--- src/rtl/rxbd_pkg.sv ---
package rxbd_pkg;
  typedef enum logic [3:0] {
    ST_IDLE, ST_RD_PTR, ST_RD_LEN, ST_RD_CTL, ST_CHK,
    ST_RECV, ST_DROP, ST_WB_LEN, ST_WB_CTL
  } rxbd_state_e;

  localparam int unsigned CTL_FULL = 28;
  localparam int unsigned CTL_EN   = 29;
  localparam int unsigned CTL_WRAP = 31;
  localparam int unsigned STS_OVF  = 0;

  localparam logic [3:0] OFS_PTR = 4'd0;
  localparam logic [3:0] OFS_LEN = 4'd4;
  localparam logic [3:0] OFS_CTL = 4'd12;
endpackage

--- src/rtl/rxbd_packer.sv ---
module rxbd_packer (
  input  logic        clk_i,
  input  logic        rst_ni,
  input  logic        push_i,
  input  logic [1:0]  lane_i,
  input  logic [7:0]  byte_i,
  output logic [31:0] word_o,
  output logic [3:0]  be_o
);
  logic [23:0] held_q;

  always_ff @(posedge clk_i or negedge rst_ni) begin
    if (!rst_ni) begin
      held_q <= '0;
    end else if (push_i) begin
      case (lane_i)
        2'd0:    held_q[7:0]   <= byte_i;
        2'd1:    held_q[15:8]  <= byte_i;
        2'd2:    held_q[23:16] <= byte_i;
        default: ;
      endcase
    end
  end

  always_comb begin
    word_o = {8'h00, held_q};
    case (lane_i)
      2'd0:    begin word_o[7:0]   = byte_i; be_o = 4'b0001; end
      2'd1:    begin word_o[15:8]  = byte_i; be_o = 4'b0011; end
      2'd2:    begin word_o[23:16] = byte_i; be_o = 4'b0111; end
      default: begin word_o[31:24] = byte_i; be_o = 4'b1111; end
    endcase
  end

  AST_BE_HAS_LANE0: assert property (@(posedge clk_i) disable iff (!rst_ni)
    push_i |-> be_o[0]);
endmodule

--- src/rtl/rxbd_flags.sv ---
module rxbd_flags #(
  parameter int unsigned NUM_DESC = 4,
  parameter int unsigned IDX_W    = 2,
  parameter int unsigned CNT_W    = 16
) (
  input  logic                clk_i,
  input  logic                rst_ni,
  input  logic                init_i,
  input  logic                free_wr_i,
  input  logic [NUM_DESC-1:0] free_i,
  input  logic [NUM_DESC-1:0] ack_i,
  input  logic                fill_i,
  input  logic [IDX_W-1:0]    fill_idx_i,
  input  logic                drop_i,
  output logic [NUM_DESC-1:0] done_o,
  output logic [NUM_DESC-1:0] avail_o,
  output logic [CNT_W-1:0]    nobuf_o
);
  logic [NUM_DESC-1:0] done_q, avail_q;
  logic [CNT_W-1:0]    nobuf_q;

  for (genvar g = 0; g < NUM_DESC; g++) begin : g_ent
    logic hit, d_q, a_q;
    assign hit = fill_i && (fill_idx_i == IDX_W'(g));

    always_ff @(posedge clk_i or negedge rst_ni) begin
      if (!rst_ni) begin
        d_q <= 1'b0;
        a_q <= 1'b0;
      end else begin
        d_q <= hit | (d_q & ~ack_i[g]);   // set beats clear
        if (free_wr_i && free_i[g])  a_q <= 1'b1;
        else if (init_i || hit)      a_q <= 1'b0;
      end
    end

    assign done_q[g]  = d_q;
    assign avail_q[g] = a_q;
  end

  always_ff @(posedge clk_i or negedge rst_ni) begin
    if (!rst_ni)     nobuf_q <= '0;
    else if (drop_i) nobuf_q <= nobuf_q + CNT_W'(1);
  end

  assign done_o  = done_q;
  assign avail_o = avail_q;
  assign nobuf_o = nobuf_q;

  AST_DONE_STICKY: assert property (@(posedge clk_i) disable iff (!rst_ni)
    (done_q & ~ack_i) != '0 |=> ((done_q & $past(done_q & ~ack_i)) == $past(done_q & ~ack_i)));
  AST_DONE_ON_FILL: assert property (@(posedge clk_i) disable iff (!rst_ni)
    fill_i |=> done_q[$past(fill_idx_i)]);
  AST_NOBUF_STEP: assert property (@(posedge clk_i) disable iff (!rst_ni)
    drop_i |=> nobuf_q == $past(nobuf_q) + CNT_W'(1));
  AST_FILL_WITHDRAWS: assert property (@(posedge clk_i) disable iff (!rst_ni)
    (fill_i && !free_wr_i) |=> !avail_q[$past(fill_idx_i)]);
endmodule

--- src/rtl/rx_desc_engine.sv ---
module rx_desc_engine
  import rxbd_pkg::*;
#(
  parameter int unsigned NUM_DESC = 4,
  parameter int unsigned AW       = 32,
  parameter int unsigned LEN_W    = 11,
  parameter int unsigned CNT_W    = 16
) (
  input  logic                clk_i,
  input  logic                rst_ni,
  input  logic                init_i,
  input  logic [AW-1:0]       ring_base_i,
  output logic                init_done_o,
  input  logic                rx_valid_i,
  input  logic [7:0]          rx_data_i,
  input  logic                rx_last_i,
  output logic                rx_ready_o,
  output logic                mem_req_o,
  output logic                mem_we_o,
  output logic [AW-1:0]       mem_addr_o,
  output logic [31:0]         mem_wdata_o,
  output logic [3:0]          mem_be_o,
  input  logic [31:0]         mem_rdata_i,
  input  logic                free_wr_i,
  input  logic [NUM_DESC-1:0] free_i,
  input  logic [NUM_DESC-1:0] ack_i,
  output logic [NUM_DESC-1:0] done_o,
  output logic [CNT_W-1:0]    nobuf_cnt_o
);
  localparam int unsigned IDX_W = (NUM_DESC > 1) ? $clog2(NUM_DESC) : 1;
  localparam logic [IDX_W-1:0] LAST_IDX = IDX_W'(NUM_DESC - 1);

  rxbd_state_e         state_q;
  logic [IDX_W-1:0]    idx_q;
  logic [AW-1:0]       base_q, ptr_q;
  logic [LEN_W-1:0]    cap_q, cnt_q;
  logic [31:0]         ctl_q;
  logic                ovf_q, init_done_q;
  logic [NUM_DESC-1:0] avail;

  logic          accept, store, flush, usable, init_go, fill, drop;
  logic [AW-1:0] desc_addr;
  logic [31:0]   pk_word;
  logic [3:0]    pk_be;
  logic [15:0]   status;

  assign init_go   = (state_q == ST_IDLE) && init_i;
  assign rx_ready_o = (state_q == ST_RECV) || (state_q == ST_DROP);
  assign accept    = rx_valid_i && rx_ready_o;
  assign store     = (state_q == ST_RECV) && accept && (cnt_q < cap_q);
  assign flush     = store && ((cnt_q[1:0] == 2'd3) || rx_last_i || (cnt_q == cap_q - LEN_W'(1)));
  assign desc_addr = base_q + (AW'(idx_q) << 4);
  assign usable    = avail[idx_q] && mem_rdata_i[CTL_EN] && !mem_rdata_i[CTL_FULL];
  assign fill      = (state_q == ST_WB_CTL);
  assign drop      = (state_q == ST_DROP) && accept && rx_last_i;
  assign status    = 16'(ovf_q) << STS_OVF;

  rxbd_packer i_packer (
    .clk_i  (clk_i),
    .rst_ni (rst_ni),
    .push_i (store),
    .lane_i (cnt_q[1:0]),
    .byte_i (rx_data_i),
    .word_o (pk_word),
    .be_o   (pk_be)
  );

  rxbd_flags #(
    .NUM_DESC (NUM_DESC),
    .IDX_W    (IDX_W),
    .CNT_W    (CNT_W)
  ) i_flags (
    .clk_i      (clk_i),
    .rst_ni     (rst_ni),
    .init_i     (init_go),
    .free_wr_i  (free_wr_i),
    .free_i     (free_i),
    .ack_i      (ack_i),
    .fill_i     (fill),
    .fill_idx_i (idx_q),
    .drop_i     (drop),
    .done_o     (done_o),
    .avail_o    (avail),
    .nobuf_o    (nobuf_cnt_o)
  );

  always_comb begin
    mem_req_o   = 1'b0;
    mem_we_o    = 1'b0;
    mem_addr_o  = '0;
    mem_wdata_o = '0;
    mem_be_o    = '0;
    case (state_q)
      ST_RD_PTR: begin mem_req_o = 1'b1; mem_addr_o = desc_addr + AW'(OFS_PTR); end
      ST_RD_LEN: begin mem_req_o = 1'b1; mem_addr_o = desc_addr + AW'(OFS_LEN); end
      ST_RD_CTL: begin mem_req_o = 1'b1; mem_addr_o = desc_addr + AW'(OFS_CTL); end
      ST_RECV: if (flush) begin
        mem_req_o   = 1'b1;
        mem_we_o    = 1'b1;
        mem_addr_o  = ptr_q + AW'({cnt_q[LEN_W-1:2], 2'b00});
        mem_wdata_o = pk_word;
        mem_be_o    = pk_be;
      end
      ST_WB_LEN: begin
        mem_req_o   = 1'b1;
        mem_we_o    = 1'b1;
        mem_addr_o  = desc_addr + AW'(OFS_LEN);
        mem_wdata_o = 32'(cnt_q);
        mem_be_o    = 4'hf;
      end
      ST_WB_CTL: begin
        mem_req_o   = 1'b1;
        mem_we_o    = 1'b1;
        mem_addr_o  = desc_addr + AW'(OFS_CTL);
        mem_wdata_o = {ctl_q[31:29], 1'b1, ctl_q[27:16], status};
        mem_be_o    = 4'hf;
      end
      default: ;
    endcase
  end

  always_ff @(posedge clk_i or negedge rst_ni) begin
    if (!rst_ni) begin
      state_q     <= ST_IDLE;
      idx_q       <= '0;
      base_q      <= '0;
      ptr_q       <= '0;
      cap_q       <= '0;
      cnt_q       <= '0;
      ctl_q       <= '0;
      ovf_q       <= 1'b0;
      init_done_q <= 1'b0;
    end else begin
      case (state_q)
        ST_IDLE: begin
          if (init_i) begin
            base_q      <= ring_base_i & ~AW'(3);
            idx_q       <= '0;
            init_done_q <= 1'b1;
          end else if (rx_valid_i && init_done_q) begin
            state_q <= ST_RD_PTR;
          end
        end
        ST_RD_PTR: state_q <= ST_RD_LEN;
        ST_RD_LEN: begin
          ptr_q   <= AW'(mem_rdata_i) & ~AW'(3);
          state_q <= ST_RD_CTL;
        end
        ST_RD_CTL: begin
          cap_q   <= mem_rdata_i[LEN_W-1:0];
          state_q <= ST_CHK;
        end
        ST_CHK: begin
          ctl_q   <= mem_rdata_i;
          cnt_q   <= '0;
          ovf_q   <= 1'b0;
          state_q <= usable ? ST_RECV : ST_DROP;
        end
        ST_RECV: if (accept) begin
          if (store) cnt_q <= cnt_q + LEN_W'(1);
          else       ovf_q <= 1'b1;
          if (rx_last_i) state_q <= ST_WB_LEN;
        end
        ST_DROP: if (accept && rx_last_i) state_q <= ST_IDLE;
        ST_WB_LEN: state_q <= ST_WB_CTL;
        ST_WB_CTL: begin
          idx_q   <= (ctl_q[CTL_WRAP] || idx_q == LAST_IDX) ? '0 : idx_q + IDX_W'(1);
          state_q <= ST_IDLE;
        end
        default: state_q <= ST_IDLE;
      endcase
    end
  end

  assign init_done_o = init_done_q;

  AST_INIT_DONE: assert property (@(posedge clk_i) disable iff (!rst_ni)
    init_go |=> init_done_o);
  AST_BUF_RANGE: assert property (@(posedge clk_i) disable iff (!rst_ni)
    (state_q == ST_RECV && mem_we_o) |-> (mem_addr_o - ptr_q) < AW'(cap_q));
  AST_LEN_CAPPED: assert property (@(posedge clk_i) disable iff (!rst_ni)
    (state_q == ST_WB_LEN) |-> mem_wdata_o[LEN_W-1:0] <= cap_q);
  AST_DROP_KEEPS_INDEX: assert property (@(posedge clk_i) disable iff (!rst_ni)
    (state_q == ST_DROP) |=> idx_q == $past(idx_q));
  AST_WRAP_TO_ZERO: assert property (@(posedge clk_i) disable iff (!rst_ni)
    (state_q == ST_WB_CTL && ctl_q[CTL_WRAP]) |=> idx_q == '0);
  AST_FETCH_NO_WRITE: assert property (@(posedge clk_i) disable iff (!rst_ni)
    (state_q == ST_RD_PTR || state_q == ST_RD_LEN || state_q == ST_RD_CTL) |-> !accept);
endmodule

--- config.mk ---
export PLATFORM = sky130hd
export DESIGN_NAME = rx_desc_engine
export DESIGN_NICKNAME = d
export VERILOG_FILES = /design/src/rtl/rxbd_pkg.sv /design/src/rtl/rxbd_packer.sv /design/src/rtl/rxbd_flags.sv /design/src/rtl/rx_desc_engine.sv
export SDC_FILE = /design/constraint.sdc
export NUM_CORES = 1
export LEC_CHECK = 0
export ABC_AREA = 1
export CAP_MARGIN = 15
export CELL_PAD_IN_SITES_DETAIL_PLACEMENT = 1
export CELL_PAD_IN_SITES_GLOBAL_PLACEMENT = 1
export CORE_ASPECT_RATIO = 0.6
export CORE_MARGIN = 2
export CORE_UTILIZATION = 39
export DETAILED_ROUTE_END_ITERATION = 12
export PLACE_DENSITY = 0.87
export SYNTH_ARGS = -nofsm -noshare
export SYNTH_HDL_FRONTEND = slang
export SYNTH_HIERARCHICAL = 1
export SYNTH_SLANG_ARGS = --single-unit
--- constraint.sdc ---
create_clock -name clk_i -period 3.75 [get_ports clk_i]
set_clock_uncertainty 0.15 [all_clocks]
set_input_delay 0.75 -clock clk_i [delete_from_list [all_inputs] [get_ports clk_i]]
set_output_delay 0.75 -clock clk_i [all_outputs]
set_load 0.02 [all_outputs]
# Word level (Yosys, flattened, before mapping)
# Index checks and enable logic that the tools add are counted.
# word_totals
output_inout_bits,92
ff_bits,170
elab_cells,151
inputBits,86
# op_classes
muxes,40
add_sub_neg,8
n_reduce_logical,47
eq_ne,23
n_lt_le_gt_ge,2
bitwise_logic,12
# ops
op,count
$pmux W32 S4,1
$pmux W32 S3,1
$mux W32,2
$add A32 B11 Y32,1
$add A32 B3 Y32 const B,1
$add A32 B4 Y32 const B,1
$add A32 B6 Y32,1
$mux W8,4
$pmux W4 S8,1
$mux W4,6
$mux W11,2
$pmux W11 S2,1
$logic_and A1 B1 Y1,19
$add A16 B1 Y16 const B,1
$eq A4 B3 Y1 const B,4
$mux W1,12
$ne A2 B2 Y1 const B,6
$pmux W4 S3,1
$reduce_bool A2 Y1,6
$add A11 B1 Y11 const B,1
$eq A11 B11 Y1,1
$lt A11 B11 Y1,1
$sub A11 B1 Y11 const B,1
$eq A2 B2 Y1 const B,4
25 further kinds,53

# Depth between registers and ports, before layout
# depth
word_depth,8
depth_mapped,21
ltp_nobuf,20

# Modules after synthesis
# The synthesis kept the hierarchy.
# by_module_without_submodules
mod,area_each_um2,n_inst,cells_per_inst,seq_area_each_um2
rx_desc_engine,8670.8,1,1343,2627.5
rxbd_packer,1542.7,1,227,600.6
rxbd_flags,1214.9,1,136,600.6

# Least setup slack after synthesis
# Ideal clock, no wire load.
# synth_path
kind,reg-to-output
startpoint,register state_q[0]
endpoint,output mem_addr_o[26]
path_stages_with_launch,20
path_buffers,1
path_slack_ns,0.078
required_ns,2.850
arrival_time_ns,2.772
cell_sequence,dfrtp_1 -> nor2_1 -> nand3_1 -> inv_1 -> clkbuf_1 -> nor2_1 -> fa_1 -> inv_1 -> nand3_1 -> nor2_2 -> nand3_1 -> nor2_4 -> nand3_2 -> nor2_4 -> nand2_2 -> nor2_4 -> nand2_1 -> nand2_1 -> nand3_1 -> nand2_1
# synth_between
elab_chain_cells,8
elab_cells_between_ends,16
cone_classes,eq/ne: 7; mux: 2; reduce/logical: 7
# synth_rtl
element,line,rtl
"start, declared",rx_desc_engine.sv:33,rxbd_state_e state_q;
"start signal, assigned",rx_desc_engine.sv:157,state_q <= usable ? ST_RECV : ST_DROP;
$eq A4 B3 Y1 (on tied branches),"rx_desc_engine.sv:48, rx_desc_engine.sv:50, rx_desc_engine.sv:93",
$logic_or A1 B1 Y1,rx_desc_engine.sv:48,assign rx_ready_o = (state_q == ST_RECV) || (state_q == ST_DROP);
$logic_and A1 B1 Y1,rx_desc_engine.sv:49,assign accept = rx_valid_i && rx_ready_o;
$logic_and A1 B1 Y1 (2 in series),rx_desc_engine.sv:50,assign store = (state_q == ST_RECV) && accept && (cnt_q < cap_q);
$logic_and A1 B1 Y1,rx_desc_engine.sv:51,assign flush = store && ((cnt_q[1:0] == 2'd3) || rx_last_i || (cnt_q == cap_q - LEN_W'(1)));
$mux W32,rx_desc_engine.sv:97,ST_RECV: if (flush) begin
$pmux W32 S4 *,rx_desc_engine.sv:93,case (state_q)
"end, declared",rx_desc_engine.sv:20,"output logic [AW-1:0] mem_addr_o,"
# Mark *: on every way between the ends. The rest lies on a longest branch, timed or not.

# Worst setup path in the final report
# layout_path
startpoint,register cnt_q[10]
endpoint,output mem_addr_o[13]
# layout_between
elab_chain_cells,5
elab_cells_between_ends,8
cone_classes,add/sub: 1; order compare: 1; eq/ne: 1; mux: 2; reduce/logical: 3
# layout_rtl
element,line,rtl
"start, declared",rx_desc_engine.sv:36,"logic [LEN_W-1:0] cap_q, cnt_q;"
"start signal, assigned",rx_desc_engine.sv:160,if (store) cnt_q <= cnt_q + LEN_W'(1);
branches (longest 3 deep; another with $add A32 B11 Y32),-,
$mux W32 *,rx_desc_engine.sv:97,
$pmux W32 S4 *,rx_desc_engine.sv:93,
# Mark *: on every way between the ends.

==> results.cfg <==
[detailed_routing]
dr_total_vias = 15103
drcViolationCount = 0
firstDrtPassIters = 6
first_iter_violations = 1952
routed_via_density = 6.17
avgRoutedWirePerCell_um = 27.2
drt-total-wl_um = 66600
ant_nets = 0

[run_status]
outcome = complete, but fails checks
violations = setup timing

[timing]
tightestPinTransition_ns = 1.06
setup_slack_ns = -0.997
rsz0062_at_grt = true
hold_viol_final = 0
fmax_mhz = 211
fin_crit_ns = 4.75
slew_headroom_pct = 29.3
fin_crit_sh_pct = 127
slew_viol_final = 0
finalSetupViolCount = 66
holdWs_ns = 0.107

[synthesis]
avgSynthCellArea_um2 = 6.70
yosysWarningCount = 6
synthArstFlopShare_pct = 100
synth.distinct_cells = 56
synth_area_um2 = 11400
ys.flop_type = dfrtp_1
synth_edf_count = 0
ys_seq_area_share_pct = 33.5
synth_cells = 1706
synth-seq-cells = 153
synthTopCellsByCount = 573 x nand2_1, 219 x inv_1, 156 x nand3_1
synthTopCellsByArea = dfrtp_1 34%, nand2_1 19%, inv_1 7.2%
yosys.area.top_type = dfrtp_1
yosysMostFrequentCell = nand2_1
synth_top_area_share_pct = 33.5

[worst_hold_path]
min_path_type = in2async

[global_routing]
grtUsageMet1_pct = 44.9
use_met2_pct = 55.6
grt_overflow_total = 0
grt_pass1_vias = 14633
grt_antenna_before_repair = 3
grt_busiest_layer = met2
grt_max_degree = 65
grt_first_pass_wirelength_um = 81700
grtUsageTotal_pct = 34.8
grt_use_met3_pct = 7.19

[placed_design]
dp.cells = 2335
place_area_um2 = 14400
place.gp.congestion = 0.893
dp.final_hpwl_um = 34700
io_buffers = 173

[clocking]
insertion_delay_ns = 0.50
cts_buffer_depth = 2
tritoncts = built
root_buffer = clkbuf_16
clk_pin_slew_ns = 0.08
clock-sinks = 153
numCtsBuffers = 17
htree_levels = 4

[setup_path]
critical_path_arrival_ns = 3.85
end_kind = output port
criticalPathCategory = reg2out
crit_fanout = 4
startpoint_type = flip-flop
r2r_cells = 15
required_ns = 2.85

[power_and_ir_drop]
total_power_mw = 13.2
p_leak_nw = 8.33
power_density_nw_per_um2 = 783
vdd_drop_max_mv = 0.760

[floorplanning]
die_area_um2 = 30700
dieHeight_um = 137
ioPinCount = 178
rows = 48
initial_core_util_pct = 39.7
die_x_um = 225
core_um2 = 28800

[final_layout]
nFillCells = 3580
multi_input_area_um2 = 7400
drive_gt1_share_pct = 29.2
final_cell_count_no_fill = 2449
final_util_pct = 58.5
final_area_um2 = 16800
register_area_um2 = 3830
final_nets = 2175
syn_to_final_growth_pct = 47.2

[flow_run]
drv_cap = 0
-- critical path: stages, from the launching register on --
cell and delay, ns:
dfrtp_2 0.41, buf_4 0.15, ha_1 0.40, nand2_1 0.23, nor2_1 0.34, nand3_1 0.17
o211ai_1 0.30, buf_4 0.21, xor2_1 0.60, nand2_1 0.20, nand3_1 0.18, buf_4 0.17
-- per-stage QoR --
step	TNS [ns]	setup slack [ns]
3_3_place_gp	-6.44	-0.397
5_1_grt	-22.60	-0.871
6_report	-16.89	-0.997
3_5_place_dp	-10.11	-0.508
2_1_floorplan	0	0.0780
4_1_cts	-4.55	-0.326
-- layout by cell type, fill, tap and decap left out, types with 13 or more instances in the layout --
cell             count
nand3_1            129
dfrtp_1            148
nor2_2              17
nor2_4              31
a21oi_1             25
nor2_1             101
buf_4              184
nand2_2             74
o21ai_2             15
o21ai_1             15
and2_1              16
o21ai_0             81
nor3_1              16
clkbuf_16           21
nand2_4             27
nand3_2             20
xor2_1              20
inv_2               23
xnor2_1             16
nand2_1            505
mux2_2              13
ha_1                21
buf_6               69
nand4_1             22
inv_1              204
clkdlybuf4s50_1    104
-- power by group --
part,switching (mW),internal (mW)
Sequential,0.766,2.27
Combinational,5.11,2.93
Clock,0.922,1.18
-- registers in the layout, summed over array words and instances, names as in the netlist --
signal             count
base_q                30
cap_q                 11
cnt_q                 11
ctl_q                 15
i_flags/g_ent.a_q      4
i_flags/g_ent.d_q      4
i_flags/nobuf_o       16
i_packer/held_q       24
idx_q                  2
init_done_o            1
ovf_q                  1
ptr_q                 30
state_q                4
-- cell type report --
type	count	share of cell area, %
clock buffers	20	2.77
well taps	375	2.79
inverters	235	5.45
flip-flops and latches	153	22.8
clock inverters	12	1.12
multi-input cells	1271	44.0
repair buffers	381	21.0
diodes	2	0.0297
-- per-layer routing --
layer  routed length (um)  vias to the layer above
met4                 5050                        2
met2                28500                     1262
li1                     -                     6098
met1                25200                     7259
met5                   12                        -
met3                 7830                      482
-- what timing repair did --
action                     CTS  global route
pin swaps                   60            50
cloned                       1             4
resized for setup          445           241
hold endpoints to repair     0             0
hold buffers                 0             0
setup buffers               60            29
setup endpoints to repair   68            68
-- cells by family (layout without fill, tap and decap cells) --
group / count (synthesis) / after routing / share of synthesized area [%]
simple gates: 1000 / 1001 / 39.5
buf+inv: 284 / 648 / 10.1
compound gates: 185 / 185 / 9.10
flops: 153 / 153 / 33.5
xor+xnor: 38 / 38 / 2.91
fa+ha+maj: 30 / 30 / 3.48
mux: 14 / 14 / 1.37
other cells: 2 / 5 / 0.0657
-- path summary, 6_finish.rpt --
check / startpoint / end / slack (ns)
worst max-delay path: cnt_q[10] / mem_addr_o[13] / -1.0
worst min-delay path: rst_ni / i_packer/held_q[21] / 0.11
worst max register to register: state_q[0] / i_packer/held_q[7] / 0.30
worst min register to register: i_packer/held_q[11] / i_packer/held_q[11] / 0.34
max in group asynchronous: rst_ni / cnt_q[10] / 2.27
min in group clk_i: i_packer/held_q[11] / i_packer/held_q[11] / 0.34
No activity file was read; power rests on OpenSTA's default activity.
